$ cat src/rtl/frac_div_pkg.sv
package frac_div_pkg;

  // Prescaler modulus chosen by the select bit.
  function automatic int pmod_of(input bit six, input int p_hi, input int p_lo);
    return six ? p_lo : p_hi;
  endfunction

  // Accumulator modulus chosen by the reference select bit.
  function automatic int den_of(input bit hi, input int d_lo, input int d_hi);
    return hi ? d_hi : d_lo;
  endfunction

  // Range check of one setting.
  function automatic bit cfg_legal(input int b, input int a, input int fn,
                                   input int p, input int d);
    return (b >= 2) && (a < b) && (a < p) && (fn < d);
  endfunction

  // Instantaneous division ratio.
  function automatic int ratio_of(input int p, input int b, input int a, input int c);
    return p * b + a + c;
  endfunction

endpackage

$ cat src/rtl/cfg_guard.sv
module cfg_guard
  import frac_div_pkg::*;
#(
  parameter int B_W    = 4,
  parameter int A_W    = 3,
  parameter int FN_W   = 11,
  parameter int P_HI   = 8,
  parameter int P_LO   = 6,
  parameter int DEN_LO = 1920,
  parameter int DEN_HI = 1968,
  parameter int RST_B  = 2
) (
  input  logic            clk,
  input  logic            rst_n,
  input  logic            ref_tick,
  input  logic [B_W-1:0]  in_b,
  input  logic [A_W-1:0]  in_a,
  input  logic [FN_W-1:0] in_fn,
  input  logic            in_six,
  input  logic            in_refhi,
  output logic [B_W-1:0]  sel_b,
  output logic [A_W-1:0]  sel_a,
  output logic [FN_W-1:0] sel_fn,
  output logic            sel_six,
  output logic            sel_refhi,
  output logic [B_W-1:0]  act_b,
  output logic [A_W-1:0]  act_a,
  output logic            err
);

  logic [B_W-1:0]  hold_b;
  logic [A_W-1:0]  hold_a;
  logic [FN_W-1:0] hold_fn;
  logic            hold_six, hold_refhi;
  logic            in_ok;

  assign in_ok = cfg_legal(int'(in_b), int'(in_a), int'(in_fn),
                           pmod_of(in_six, P_HI, P_LO),
                           den_of(in_refhi, DEN_LO, DEN_HI));

  // Setting in force for this strobe: the new one if legal, else the held one.
  always_comb begin
    if (in_ok) begin
      sel_b = in_b;  sel_a = in_a;  sel_fn = in_fn;
      sel_six = in_six;  sel_refhi = in_refhi;
    end else begin
      sel_b = hold_b;  sel_a = hold_a;  sel_fn = hold_fn;
      sel_six = hold_six;  sel_refhi = hold_refhi;
    end
  end

  always_ff @(posedge clk or negedge rst_n) begin
    if (!rst_n) begin
      hold_b     <= B_W'(RST_B);
      hold_a     <= '0;
      hold_fn    <= '0;
      hold_six   <= 1'b0;
      hold_refhi <= 1'b0;
      err        <= 1'b0;
    end else if (ref_tick) begin
      err <= !in_ok;
      if (in_ok) begin
        hold_b     <= in_b;
        hold_a     <= in_a;
        hold_fn    <= in_fn;
        hold_six   <= in_six;
        hold_refhi <= in_refhi;
      end
    end
  end

  assign act_b = hold_b;
  assign act_a = hold_a;

  assert_hold_on_err_R8: assert property (@(posedge clk) disable iff (!rst_n)
    (ref_tick && !in_ok) |=> ($stable(hold_b) && $stable(hold_a) && $stable(hold_fn)
                              && $stable(hold_six) && $stable(hold_refhi)));

  assert_held_legal_R8: assert property (@(posedge clk) disable iff (!rst_n)
    cfg_legal(int'(hold_b), int'(hold_a), int'(hold_fn),
              pmod_of(hold_six, P_HI, P_LO), den_of(hold_refhi, DEN_LO, DEN_HI)));

endmodule

$ cat src/rtl/frac_accum.sv
module frac_accum
  import frac_div_pkg::*;
#(
  parameter int FN_W   = 11,
  parameter int DEN_LO = 1920,
  parameter int DEN_HI = 1968
) (
  input  logic            clk,
  input  logic            rst_n,
  input  logic            ref_tick,
  input  logic [FN_W-1:0] fn,
  input  logic            refhi,
  output logic            wrap,
  output logic            carry_q
);

  localparam int DEN_MAX = (DEN_HI > DEN_LO) ? DEN_HI : DEN_LO;

  logic [FN_W-1:0] acc_q;
  logic [FN_W:0]   sum, den, acc_n;

  assign den   = (FN_W+1)'(den_of(refhi, DEN_LO, DEN_HI));
  assign sum   = {1'b0, acc_q} + {1'b0, fn};
  assign wrap  = (sum >= den);
  assign acc_n = wrap ? (sum - den) : sum;

  always_ff @(posedge clk or negedge rst_n) begin
    if (!rst_n) begin
      acc_q   <= '0;
      carry_q <= 1'b0;
    end else if (ref_tick) begin
      acc_q   <= acc_n[FN_W-1:0];
      carry_q <= wrap;
    end
  end

  assert_acc_below_den_R5: assert property (@(posedge clk) disable iff (!rst_n)
    int'(acc_q) < DEN_MAX);

  assert_carry_steady_R4: assert property (@(posedge clk) disable iff (!rst_n)
    !ref_tick |=> $stable(carry_q));

endmodule

$ cat src/rtl/swallow_ctr.sv
module swallow_ctr #(
  parameter int B_W   = 4,
  parameter int A_W   = 3,
  parameter int RST_B = 2
) (
  input  logic           clk,
  input  logic           rst_n,
  input  logic           pre_pulse,
  input  logic [B_W-1:0] ld_b,
  input  logic [A_W-1:0] ld_a,
  input  logic           ld_c,
  output logic           mod_hi,
  output logic           div_pulse
);

  logic [B_W-1:0] b_left, s_left;
  logic           last_pulse;

  assign last_pulse = pre_pulse && (b_left == B_W'(1));
  assign mod_hi     = (s_left != '0);

  always_ff @(posedge clk or negedge rst_n) begin
    if (!rst_n) begin
      b_left    <= B_W'(RST_B);
      s_left    <= '0;
      div_pulse <= 1'b0;
    end else begin
      div_pulse <= last_pulse;
      if (last_pulse) begin
        b_left <= ld_b;
        s_left <= B_W'(ld_a) + B_W'(ld_c);
      end else if (pre_pulse) begin
        b_left <= b_left - B_W'(1);
        if (s_left != '0) s_left <= s_left - B_W'(1);
      end
    end
  end

  assert_swallow_within_R6: assert property (@(posedge clk) disable iff (!rst_n)
    s_left <= b_left);

  assert_div_after_pulse_R7: assert property (@(posedge clk) disable iff (!rst_n)
    div_pulse |-> $past(pre_pulse));

  assert_prog_nonzero_R7: assert property (@(posedge clk) disable iff (!rst_n)
    b_left != '0);

endmodule

$ cat src/rtl/frac_div_ctrl.sv
module frac_div_ctrl
  import frac_div_pkg::*;
#(
  parameter int B_W    = 4,
  parameter int A_W    = 3,
  parameter int FN_W   = 11,
  parameter int P_HI   = 8,
  parameter int P_LO   = 6,
  parameter int DEN_LO = 1920,
  parameter int DEN_HI = 1968,
  parameter int RST_B  = 2,
  localparam int P_MAX   = (P_HI > P_LO) ? P_HI : P_LO,
  localparam int RATIO_W = $clog2(P_MAX * ((1 << B_W) - 1) + (1 << A_W) + 1)
) (
  input  logic               clk,
  input  logic               rst_n,
  input  logic               ref_tick,
  input  logic               pre_pulse,
  input  logic [B_W-1:0]     cfg_b,
  input  logic [A_W-1:0]     cfg_a,
  input  logic [FN_W-1:0]    cfg_fn,
  input  logic               psel_six,
  input  logic               ref_hi,
  output logic [RATIO_W-1:0] ratio,
  output logic               carry,
  output logic               mod_hi,
  output logic               div_pulse,
  output logic               cfg_err
);

  logic [B_W-1:0]  sel_b, act_b;
  logic [A_W-1:0]  sel_a, act_a;
  logic [FN_W-1:0] sel_fn;
  logic            sel_six, sel_refhi, wrap;

  cfg_guard #(.B_W(B_W), .A_W(A_W), .FN_W(FN_W), .P_HI(P_HI), .P_LO(P_LO),
              .DEN_LO(DEN_LO), .DEN_HI(DEN_HI), .RST_B(RST_B)) u_guard (
    .clk(clk), .rst_n(rst_n), .ref_tick(ref_tick),
    .in_b(cfg_b), .in_a(cfg_a), .in_fn(cfg_fn), .in_six(psel_six), .in_refhi(ref_hi),
    .sel_b(sel_b), .sel_a(sel_a), .sel_fn(sel_fn), .sel_six(sel_six),
    .sel_refhi(sel_refhi), .act_b(act_b), .act_a(act_a), .err(cfg_err)
  );

  frac_accum #(.FN_W(FN_W), .DEN_LO(DEN_LO), .DEN_HI(DEN_HI)) u_accum (
    .clk(clk), .rst_n(rst_n), .ref_tick(ref_tick),
    .fn(sel_fn), .refhi(sel_refhi), .wrap(wrap), .carry_q(carry)
  );

  swallow_ctr #(.B_W(B_W), .A_W(A_W), .RST_B(RST_B)) u_swallow (
    .clk(clk), .rst_n(rst_n), .pre_pulse(pre_pulse),
    .ld_b(act_b), .ld_a(act_a), .ld_c(carry),
    .mod_hi(mod_hi), .div_pulse(div_pulse)
  );

  always_ff @(posedge clk or negedge rst_n) begin
    if (!rst_n)
      ratio <= RATIO_W'(P_HI * RST_B);
    else if (ref_tick)
      ratio <= RATIO_W'(ratio_of(pmod_of(sel_six, P_HI, P_LO),
                                 int'(sel_b), int'(sel_a), int'(wrap)));
  end

  assert_ratio_hold_R4: assert property (@(posedge clk) disable iff (!rst_n)
    !ref_tick |=> $stable(ratio));

  assert_err_hold_R4: assert property (@(posedge clk) disable iff (!rst_n)
    !ref_tick |=> $stable(cfg_err));

  assert_mod_fall_R6: assert property (@(posedge clk) disable iff (!rst_n)
    $fell(mod_hi) |-> $past(pre_pulse));

endmodule

$ cat config.mk
export PLATFORM = sky130hd
export DESIGN_NAME = frac_div_ctrl
export DESIGN_NICKNAME = d
export VERILOG_FILES = /design/src/rtl/frac_div_pkg.sv /design/src/rtl/cfg_guard.sv /design/src/rtl/frac_accum.sv /design/src/rtl/swallow_ctr.sv /design/src/rtl/frac_div_ctrl.sv
export SDC_FILE = /design/constraint.sdc
export NUM_CORES = 1
export LEC_CHECK = 0
export ABC_AREA = 1
export BUFFER_PORTS_ARGS = -buffer_cell sky130_fd_sc_hd__buf_2
export CAP_MARGIN = 25
export CORE_MARGIN = 8
export CORE_UTILIZATION = 65
export CTS_CLUSTER_DIAMETER = 60
export DETAILED_ROUTE_END_ITERATION = 10
export PLACE_DENSITY = 0.94
export SETUP_SLACK_MARGIN = 0.5
export SLEW_MARGIN = 20
export SYNTH_ARGS = -nofsm -noshare
export SYNTH_HDL_FRONTEND = slang
export SYNTH_SLANG_ARGS = --single-unit
export TNS_END_PERCENT = 100
$ cat constraint.sdc
create_clock -name clk -period 6.47 [get_ports clk]
set_clock_uncertainty 0.2 [all_clocks]
set_input_delay 0.647 -clock clk [delete_from_list [all_inputs] [get_ports clk]]
set_output_delay 0.647 -clock clk [all_outputs]
set_load 0.03 [all_outputs]
==> reports/qor.yml, run 1 <==
final_layout:
  final_cells: 628
  final_nets: 625
  area_growth_pct: 11.4
  layout_commonest_cell: "nand2_1"
  final_cell_mix: "nand2_1, inv_1, o21ai_0"
  fillers: 390
  antenna_cells: 0
  drive_gt1_share_pct: 16.7
timing:
  post-route-period-util_pct: 86.8
  maxSlewHeadroom_pct: 51.2
  slew_violations: 0
  max_slew.worst_pin.slew_ps: 731
  fin_crit_ps: 5620
  hold_viol_final: 0
  holdWs_ps: 230
  timing.setup.tns_ps: 0
  fin_ws_ps: 854
  finalSetupViolations: 0
  max_freq_ghz: 0.178
  rsz0062_at_grt: "false"
yosys:
  synthFlopType: "dfrtp_1"
  yosysSeqAreaShare_pct: 33.2
  syn_avg_cell_area_um2: 7.36
  synthTopCellsByArea: "dfrtp_1, nand2_1, ha_1"
  synth-seq-cells: 50
  ys_types: 43
  syn_nets: 584
  yosysWarnings: 0
  syn_area_mm2: 0.00378
  synth_edf_count: 0
  synth_cells: 514
  async_reset_ff_share_pct: 100
  yosysTopAreaCell: "dfrtp_1"
  synth_top_area_share_pct: 31.1
cts:
  cts-hold-fix-buffers: 0
  clkSinkCount: 50
  cts_tree: "done"
  cts_max_path_buffers: 2
  clk_latency_ps: 320
  path_clk_slew_ps: 90
  numCtsBuffers: 5
  htreeDepth: 2
  clockRootBuffer: "clkbuf_8"
worst_setup_path:
  worstPathArrival_ps: 5580
  start_kind: "input port"
  worstSetupPathType: "input port to flop"
  cpMostUsedCell: "nand2_1"
  critPathCaptureType: "flop"
  critical_path_required_ps: 6440
  slowest_delay_ps: 370
  crit_path_top_delay_cell: "fa_1"
  crit_fanout: 8
placement:
  preCtsSetupSlack_ps: 316
  place_hpwl_mm: 6.93
  io_buffer_count: 35
  dp_cells: 609
  gp_congestion: 0.885
global_routing:
  grt_max_degree: 51
  antenna_found_initial: 0
  grt.total_usage_pct: 21.7
  grt_pass1_vias: 3492
  globalRouteOverflowTotal: 0
  grt_pass1_wl_mm: 15.3
floorplanning:
  die_w_um: 92.3
  start_util_pct: 67.9
  die_h_um: 92.3
  core_area_mm2: 0.00557
  pin_count: 36
  rows: 27
  die_area_mm2: 0.00852
power:
  power.leakage_nw: 2.32
  total_power_mw: 2.11
  power_density_mw_per_mm2: 500
  peakVddDrop_mv: 0.276
route:
  drc: 0
  post_drt_wl_per_cell_um: 15.2
  vias: 3623
  viasPerCell: 5.77
  drtIter0Drc: 247
  first_pass_iters: 6
  ant_nets: 0
  totalWireLength_mm: 9.52
worst_hold_path:
  hold_path.class: "input port to async pin"
outcome:
  outcome: "completed"
job:
  drv_cap: 0
area by class of cell:
| class | instances | area [µm²] | area share [%] |
|---|---|---|---|
| sequential | 50 | 1250 | 29.8 |
| tap | 72 | 90.1 | 2.14 |
| timing repair buffer | 49 | 292 | 6.91 |
| inverter | 78 | 293 | 6.94 |
| clock inverter | 2 | 13.8 | 0.326 |
| clock buffer | 6 | 72.6 | 1.72 |
| multi-input combinational | 371 | 2200 | 52.2 |
path summary, 6_finish.rpt:
path,startpoint,to,slack (ps),cells past startpoint
hold / removal,rst_n,ratio[2],230,2
max in group asynchronous,rst_n,u_accum.acc_q[1],5390,2
hold reg to reg,ratio[1],ratio[1],280,2
setup reg to reg,u_guard.hold_fn[0],ratio[7],1950,27
setup / recovery,ref_hi,ratio[7],850,36
min in group clk,ratio[1],ratio[1],280,2
registers in the layout, summed over array words and instances, names as in the netlist:
signal               cells
u_guard.hold_six         1
u_swallow.div_pulse      1
u_guard.err              1
u_guard.hold_fn         11
ratio                    8
u_accum.acc_q           11
u_guard.hold_refhi       1
u_accum.carry_q          1
u_guard.act_a            3
u_swallow.s_left         4
u_swallow.b_left         4
u_guard.act_b            4
power by group:
group,switching [mW],total [mW],internal [mW]
sequential,0.0752,0.505,0.429
combinational,0.862,1.41,0.547
clock,0.115,0.192,0.0775
total,1.05,2.11,1.05
worst max-delay path, delay by kind of cell:
family | cells | cell delay, ps
buffers and inverters | 8 | 680
xor gates and xnor gates | 2 | 390
and+or+nand+nor | 13 | 1460
AOI/OAI and AO/OA | 7 | 840
adders and majority gates | 6 | 1570
synthesized netlist by cell type (2+ instances only):
cell type	count
nand2_1	149
inv_1	75
o21ai_0	59
dfrtp_1	47
ha_1	41
nor2_1	29
nand3_1	19
a21oi_1	11
clkbuf_1	8
nand2_2	8
nand4_1	7
a31oi_1	5
buf_2	5
fa_1	5
xnor2_1	5
o211ai_1	4
xor2_1	4
dfstp_2	3
or2_2	3
inv_2	2
nand3_2	2
o21ai_1	2
stage by stage:
step / utilization [%] / cell area (µm²)
finish: 75.6 / 4220
detailed placement: 71.6 / 3990
global route: 75.6 / 4220
global placement: 71.6 / 3990
floorplan: - / 3780
CTS: 73.2 / 4080
kinds of logic after synthesis:
| group | share of synthesized area (%) |
|---|---|
| and+or+nand+nor | 25.3 |
| xor gates and xnor gates | 2.08 |
| AOI/OAI and AO/OA | 13.3 |
| DFF | 33.2 |
| other | 0.0991 |
| buffers and inverters | 9.85 |
| adders and majority gates | 16.2 |
routing by layer:
| layer | wire, µm | GRT usage, % |
|---|---|---|
| met5 | 0 | 0 |
| met4 | 322 | 8.86 |
| met3 | 777 | 4.52 |
| met2 | 4700 | 38.9 |
| met1 | 3720 | 24.6 |
repair_timing:
item,in CTS,in global routing
buffers inserted,0,10
endpoints found under the setup margin,0,3
hold endpoints to repair,0,0
gates resized for setup,0,17
Note: power is estimated with default switching activity, not from simulation.
==> run 2: changes to the inputs <==
--- a/config.mk
+++ b/config.mk
@@ -12,7 +12,8 @@
 export CORE_UTILIZATION = 65
 export CTS_CLUSTER_DIAMETER = 60
 export DETAILED_ROUTE_END_ITERATION = 10
-export PLACE_DENSITY = 0.94
+export PLACE_DENSITY_LB_ADDON = 0.25
+export REMOVE_ABC_BUFFERS = 1
 export SETUP_SLACK_MARGIN = 0.5
 export SLEW_MARGIN = 20
 export SYNTH_ARGS = -nofsm -noshare
==> run 2 against run 1 <==
  * Clock power about the same
  * Highest routed layer unchanged
  * Design area rose by 0.47%
  * First-iteration DRC count shrank 28%
  * Count of clock-buffer cells in the layout decreased by 1
  * Combinational power is 6% lower
  * Worst hold slack lost 150 ps
  * Non-clock buffer count shrank 2
  * Die area is the same
  * Largest cell class unchanged
  * Setup slack better by 38 ps
  * Maximum frequency rose by 0.69%
==> reports/qor.yml, run 2 (synthesis gave the netlist of run 1 again) <==
outcome:
  outcome: "completed"
power:
  p_seq_share_pct: 24.8
  power.switching_mw: 1.00
  power_density_mw_per_mm2: 477
  peakVddDrop_mv: 0.480
  power.leakage_nw: 2.31
  power_frac_clock_pct: 9.4
  combPwrFrac_pct: 65.7
  intPower_mw: 1.02
  swShare_pct: 49.6
  total_power_mw: 2.02
floorplanning:
  start_util_pct: 67.9
  die_h_um: 92.3
  pin_count: 36
  rows: 27
  die_area_mm2: 0.00852
  core_area_mm2: 0.00557
  die_w_um: 92.3
worst_setup_path:
  critical_path_required_ps: 6450
  critPathCaptureType: "flop"
  worstPathArrival_ps: 5560
  crit_path_top_delay_cell: "fa_1"
  ff2ff_setup_slack_ps: 2050
  reg2reg_depth: 30
  cpMostUsedCell: "nand2_1"
  rr_endpoint: "ratio[7]"
  rr_startpoint: "u_guard.hold_fn[2]"
  slowest_delay_ps: 370
  crit_fanout: 4
  worstSetupPathType: "input port to flop"
  start_kind: "input port"
cts:
  numCtsBuffers: 5
  htreeDepth: 2
  clockRootBuffer: "clkbuf_8"
  clkSinkCount: 50
  cts_max_path_buffers: 2
  cts_tree: "done"
  clk_latency_ps: 310
  path_clk_slew_ps: 100
final_layout:
  multi_input_area_mm2: 0.00222
  fin_util_pct: 76.0
  fillers: 437
  antenna_cells: 0
  final_cell_mix: "nand2_1, inv_1, o21ai_0"
  drive_gt1_share_pct: 16.8
  layout_commonest_cell: "nand2_1"
  reg_top3: "u_accum.acc_q: 11 flops, u_guard.hold_fn: 11 flops, ratio: 8 flops"
  final_nets: 624
  area_growth_pct: 12.0
  regArea_mm2: 0.00125
route:
  totalWireLength_mm: 8.82
  wl_met1_mm: 3.72
  drtIter0Drc: 177
  first_pass_iters: 5
  viasPerCell: 5.50
  highest_layer: "met4"
  post_drt_wl_per_cell_um: 14.1
  wl_met3_um: 456
  drc: 0
  ant_nets: 0
  met2_length_mm: 4.48
  vias: 3446
timing:
  max_freq_ghz: 0.179
  rsz0062_at_grt: "false"
  fin_crit_ps: 5580
  timing.setup.tns_ps: 0
  finalSetupViolations: 0
  max_slew.worst_pin.slew_ps: 778
  hold_viol_final: 0
  post-route-period-util_pct: 86.2
  maxSlewHeadroom_pct: 48.1
  fin_ws_ps: 892
  slew_violations: 0
global_routing:
  grt.total_usage_pct: 21.2
  globalRouteOverflowTotal: 0
  grt_pass1_vias: 3398
  grt_max_degree: 41
  antenna_found_initial: 0
  grt_pass1_wl_mm: 15.0
placement:
  place_hpwl_mm: 6.68
  io_buffer_count: 35
  preCtsSetupSlack_ps: 352
  gp_congestion: 0.925
worst_hold_path:
  hold_path.class: "input port to async pin"
job:
  drv_cap: 0
[run 2: cell types whose count changed in the layout (fill, tap and decap cells not counted), moves of 2 or more]
cell,previous run,this run
buf_4,12,10
clkinvlp_4,0,2
ha_2,4,2
o21ai_1,3,7
o21ai_0,58,53
[run 2: worst max-delay path: cells and delay by family]
family	cells	cell delay, ps
compound gates	7	730
fa+ha+maj	8	2010
simple gates	13	1430
xor+xnor	2	300
buf+inv	5	460
[run 2: layout make-up]
type / count / area share (%)
Multi-Input combinational cell: 371 / 52.4
Clock inverter: 3 / 0.502
Inverter: 78 / 6.91
Sequential cell: 50 / 29.6
Tap cell: 72 / 2.13
Timing Repair Buffer: 47 / 6.65
Timing Repair inverter: 1 / 0.177
Clock buffer: 5 / 1.62
[run 2: worst max path at each step]
stage                   from  endpoint  slack (ps)  depth (start not counted)
floorplan           cfg_b[1]  ratio[7]         390                         33
global placement    cfg_b[1]  ratio[7]         570                         37
detailed placement    ref_hi  ratio[7]         350                         35
CTS                   ref_hi  ratio[7]         650                         35
global route          ref_hi  ratio[7]         470                         35
finish                ref_hi  ratio[7]         890                         35
[run 2: power by group through the flow]
| stage | Combinational, mW | Clock (mW) | Sequential (mW) |
|---|---|---|---|
| 6_report | 1.33 | 0.190 | 0.502 |
| 5_1_grt | 1.52 | 0.205 | 0.516 |
| 3_5_place_dp | 1.22 | 0 | 0.504 |
| 2_1_floorplan | 0.893 | 0 | 0.543 |
| 3_3_place_gp | 1.17 | 0 | 0.500 |
| 4_1_cts | 1.22 | 0.192 | 0.499 |
[run 2: timing repair]
item,CTS,global route
gates resized for setup,0,23
endpoints found under the setup margin,0,2
setup buffers,0,9
hold buffers,0,0
[run 2: per-stage QoR]
stage / hold slack (ps) / cells / instance area [µm²]
CTS: 103 / 617 / 4090
global placement: 255 / 608 / 3980
detailed placement: 269 / 609 / 4000
floorplan: 151 / 499 / 3700
global route: 118 / 627 / 4240
finish: 79.2 / 627 / 4240
[run 2: metal layers]
layer  vias to the layer above  global-route usage, %
met5                         -                      0
met4                         0                   7.38
met3                        17                   4.12
met2                        88                   37.4
met1                      1614                   25.0
li1                       1727                      -
==> run 3: changes to the inputs <==
--- a/config.mk
+++ b/config.mk
@@ -9,7 +9,7 @@
 export BUFFER_PORTS_ARGS = -buffer_cell sky130_fd_sc_hd__buf_2
 export CAP_MARGIN = 25
 export CORE_MARGIN = 8
-export CORE_UTILIZATION = 65
+export CORE_UTILIZATION = 60
 export CTS_CLUSTER_DIAMETER = 60
 export DETAILED_ROUTE_END_ITERATION = 10
 export PLACE_DENSITY_LB_ADDON = 0.25
==> constraint.sdc (replaced) <==
create_clock -name clk -period 6 [get_ports clk]
set_clock_uncertainty 0.2 [all_clocks]
set_input_delay 0.6 -clock clk [delete_from_list [all_inputs] [get_ports clk]]
set_output_delay 0.6 -clock clk [all_outputs]
set_load 0.03 [all_outputs]
==> run 3 against run 2 <==
  * Sequential power rose by 7.4%
  * Cell count rose by 1.3%
  * Sequential share of layout area fell by 0.87 points
  * Via count rose by 1.9%
  * Die area rose by 6.9%
  * Largest cell class unchanged
  * Largest power group unchanged
==> reports/qor.yml, run 3 (synthesis gave the netlist of run 1 again) <==
timing:
  max_freq_ghz: 0.187
  fin_crit_ps: 5340
  maxSlewHeadroom_pct: 46.9
  timing.setup.tns_ps: 0
  finalSetupViolations: 0
  fin_ws_ps: 664
  rsz0062_at_grt: "false"
  hold_viol_final: 0
  slew_violations: 0
  post-route-period-util_pct: 88.9
  max_slew.worst_pin.slew_ps: 795
worst_setup_path:
  start_kind: "input port"
  crit_family: "adder cells"
  slowest_delay_ps: 400
  crit_path_top_delay_cell: "fa_2"
  rr_endpoint: "ratio[7]"
  worst-path-buf-inv: 4
  worstPathArrival_ps: 5320
  critPathCaptureType: "flop"
  crit_fanout: 6
  reg2reg_depth: 27
  rr_startpoint: "u_guard.hold_fn[0]"
  worstSetupPathType: "input port to flop"
  ff2ff_setup_slack_ps: 1610
  critical_path_required_ps: 5980
cts:
  cts_max_path_buffers: 2
  numCtsBuffers: 5
  clkSinkCount: 50
  path_clk_slew_ps: 100
  clk_latency_ps: 320
  cts-hold-fix-buffers: 0
  htreeDepth: 2
  cts_tree: "done"
  clockRootBuffer: "clkbuf_8"
floorplanning:
  core_area_mm2: 0.00624
  pin_count: 36
  rows: 29
  die_h_um: 95.4
  die_area_mm2: 0.00910
  start_util_pct: 60.6
  die_w_um: 95.4
final_layout:
  stdcell_area_mm2: 0.00436
  final_cell_mix: "nand2_1, inv_1, o21ai_0"
  reg_top3: "u_accum.acc_q: 11 flops, u_guard.hold_fn: 11 flops, ratio: 8 flops"
  final_nets: 627
  layout_commonest_cell: "nand2_1"
  drive_gt1_share_pct: 19.5
  area_growth_pct: 15.3
  antenna_cells: 0
route:
  highest_layer: "met4"
  wl_met1_mm: 3.82
  viasPerCell: 5.53
  met2_length_mm: 4.45
  wl_met3_um: 510
  ant_nets: 0
  first_pass_iters: 6
  drtIter0Drc: 209
  totalWireLength_mm: 8.97
  post_drt_wl_per_cell_um: 14.1
  drc: 0
  vias: 3510
power:
  p_seq_share_pct: 22.9
  power_density_mw_per_mm2: 539
  power_frac_clock_pct: 12.4
  power.leakage_nw: 2.36
  power.switching_mw: 1.13
  peakVddDrop_mv: 0.440
  swShare_pct: 47.8
  combPwrFrac_pct: 64.7
  intPower_mw: 1.23
outcome:
  outcome: "completed"
placement:
  preCtsSetupSlack_ps: 71.2
  dpl_cell_area_mm2: 0.00401
  gp_congestion: 0.900
  io_buffer_count: 35
  place_hpwl_mm: 6.47
global_routing:
  globalRouteOverflowTotal: 0
  antenna_found_initial: 0
  grt_max_degree: 51
  grt_pass1_wl_mm: 14.4
  grt.total_usage_pct: 19.8
  grt_pass1_vias: 3259
worst_hold_path:
  hold_path.class: "input port to async pin"
job:
  drv_cap: 0
-- run 3: changes by cell type in the layout (fill, tap and decap cells not counted), moves of 2 or more --
cell	delta
clkinvlp_4	-2
inv_2	+2
bufinv_16	+2
ha_1	-2
nand2_1	-3
ha_4	+2
nand2_2	+2
buf_4	+5
inv_1	-3
-- run 3: stage by stage --
stage / utilization, % / power (mW) / hold WS, ps / std cells
floorplan: - / 1.55 / 104 / 499
global placement: 64.2 / 1.81 / 253 / 615
detailed placement: 64.2 / 1.87 / 258 / 615
CTS: 66.9 / 2.19 / 209 / 625
global route: 69.9 / 2.57 / 257 / 635
finish: 69.9 / 2.35 / 175 / 635
-- run 3: routing by layer --
layer  up-vias  global-route usage, %
li1       1731                      -
met1      1662                   24.1
met2       101                   34.8
met3        16                   3.62
met4         0                   6.15
met5         -                      0
-- run 3: power groups by stage --
| stage | Combinational [mW] | Sequential (mW) | Clock [mW] |
|---|---|---|---|
| 2_1_floorplan | 0.963 | 0.586 | 0 |
| 3_3_place_gp | 1.27 | 0.541 | 0 |
| 3_5_place_dp | 1.32 | 0.544 | 0 |
| 4_1_cts | 1.36 | 0.540 | 0.289 |
| 5_1_grt | 1.71 | 0.555 | 0.304 |
| 6_report | 1.52 | 0.539 | 0.291 |
-- run 3: worst max path at each step --
stage	from	endpoint	slack (ps)	cells past startpoint
final	cfg_fn[5]	ratio[7]	660	34
after global routing	cfg_fn[5]	ratio[7]	410	34
after CTS	ref_hi	ratio[7]	520	39
after detailed placement	ref_hi	ratio[7]	70	35
after global placement	ref_hi	ratio[7]	220	35
after floorplan	cfg_b[1]	ratio[7]	-30	33
-- run 3: repair_timing --
item                                    in CTS  in global routing
buffers inserted                             2                 10
endpoints found under the setup margin       1                  3
gates resized for setup                      5                 34
pin swaps                                    4                 26
hold endpoints to repair                     0                  0
-- run 3: area by class of cell --
class	count	area, µm²
clock buffers	5	68.8
flip-flops and latches	50	1250
multi-input cells	371	2270
fillers	508	1880
well taps	77	96.3
repair buffers	51	309
clock inverters	3	68.8
inverters	78	295
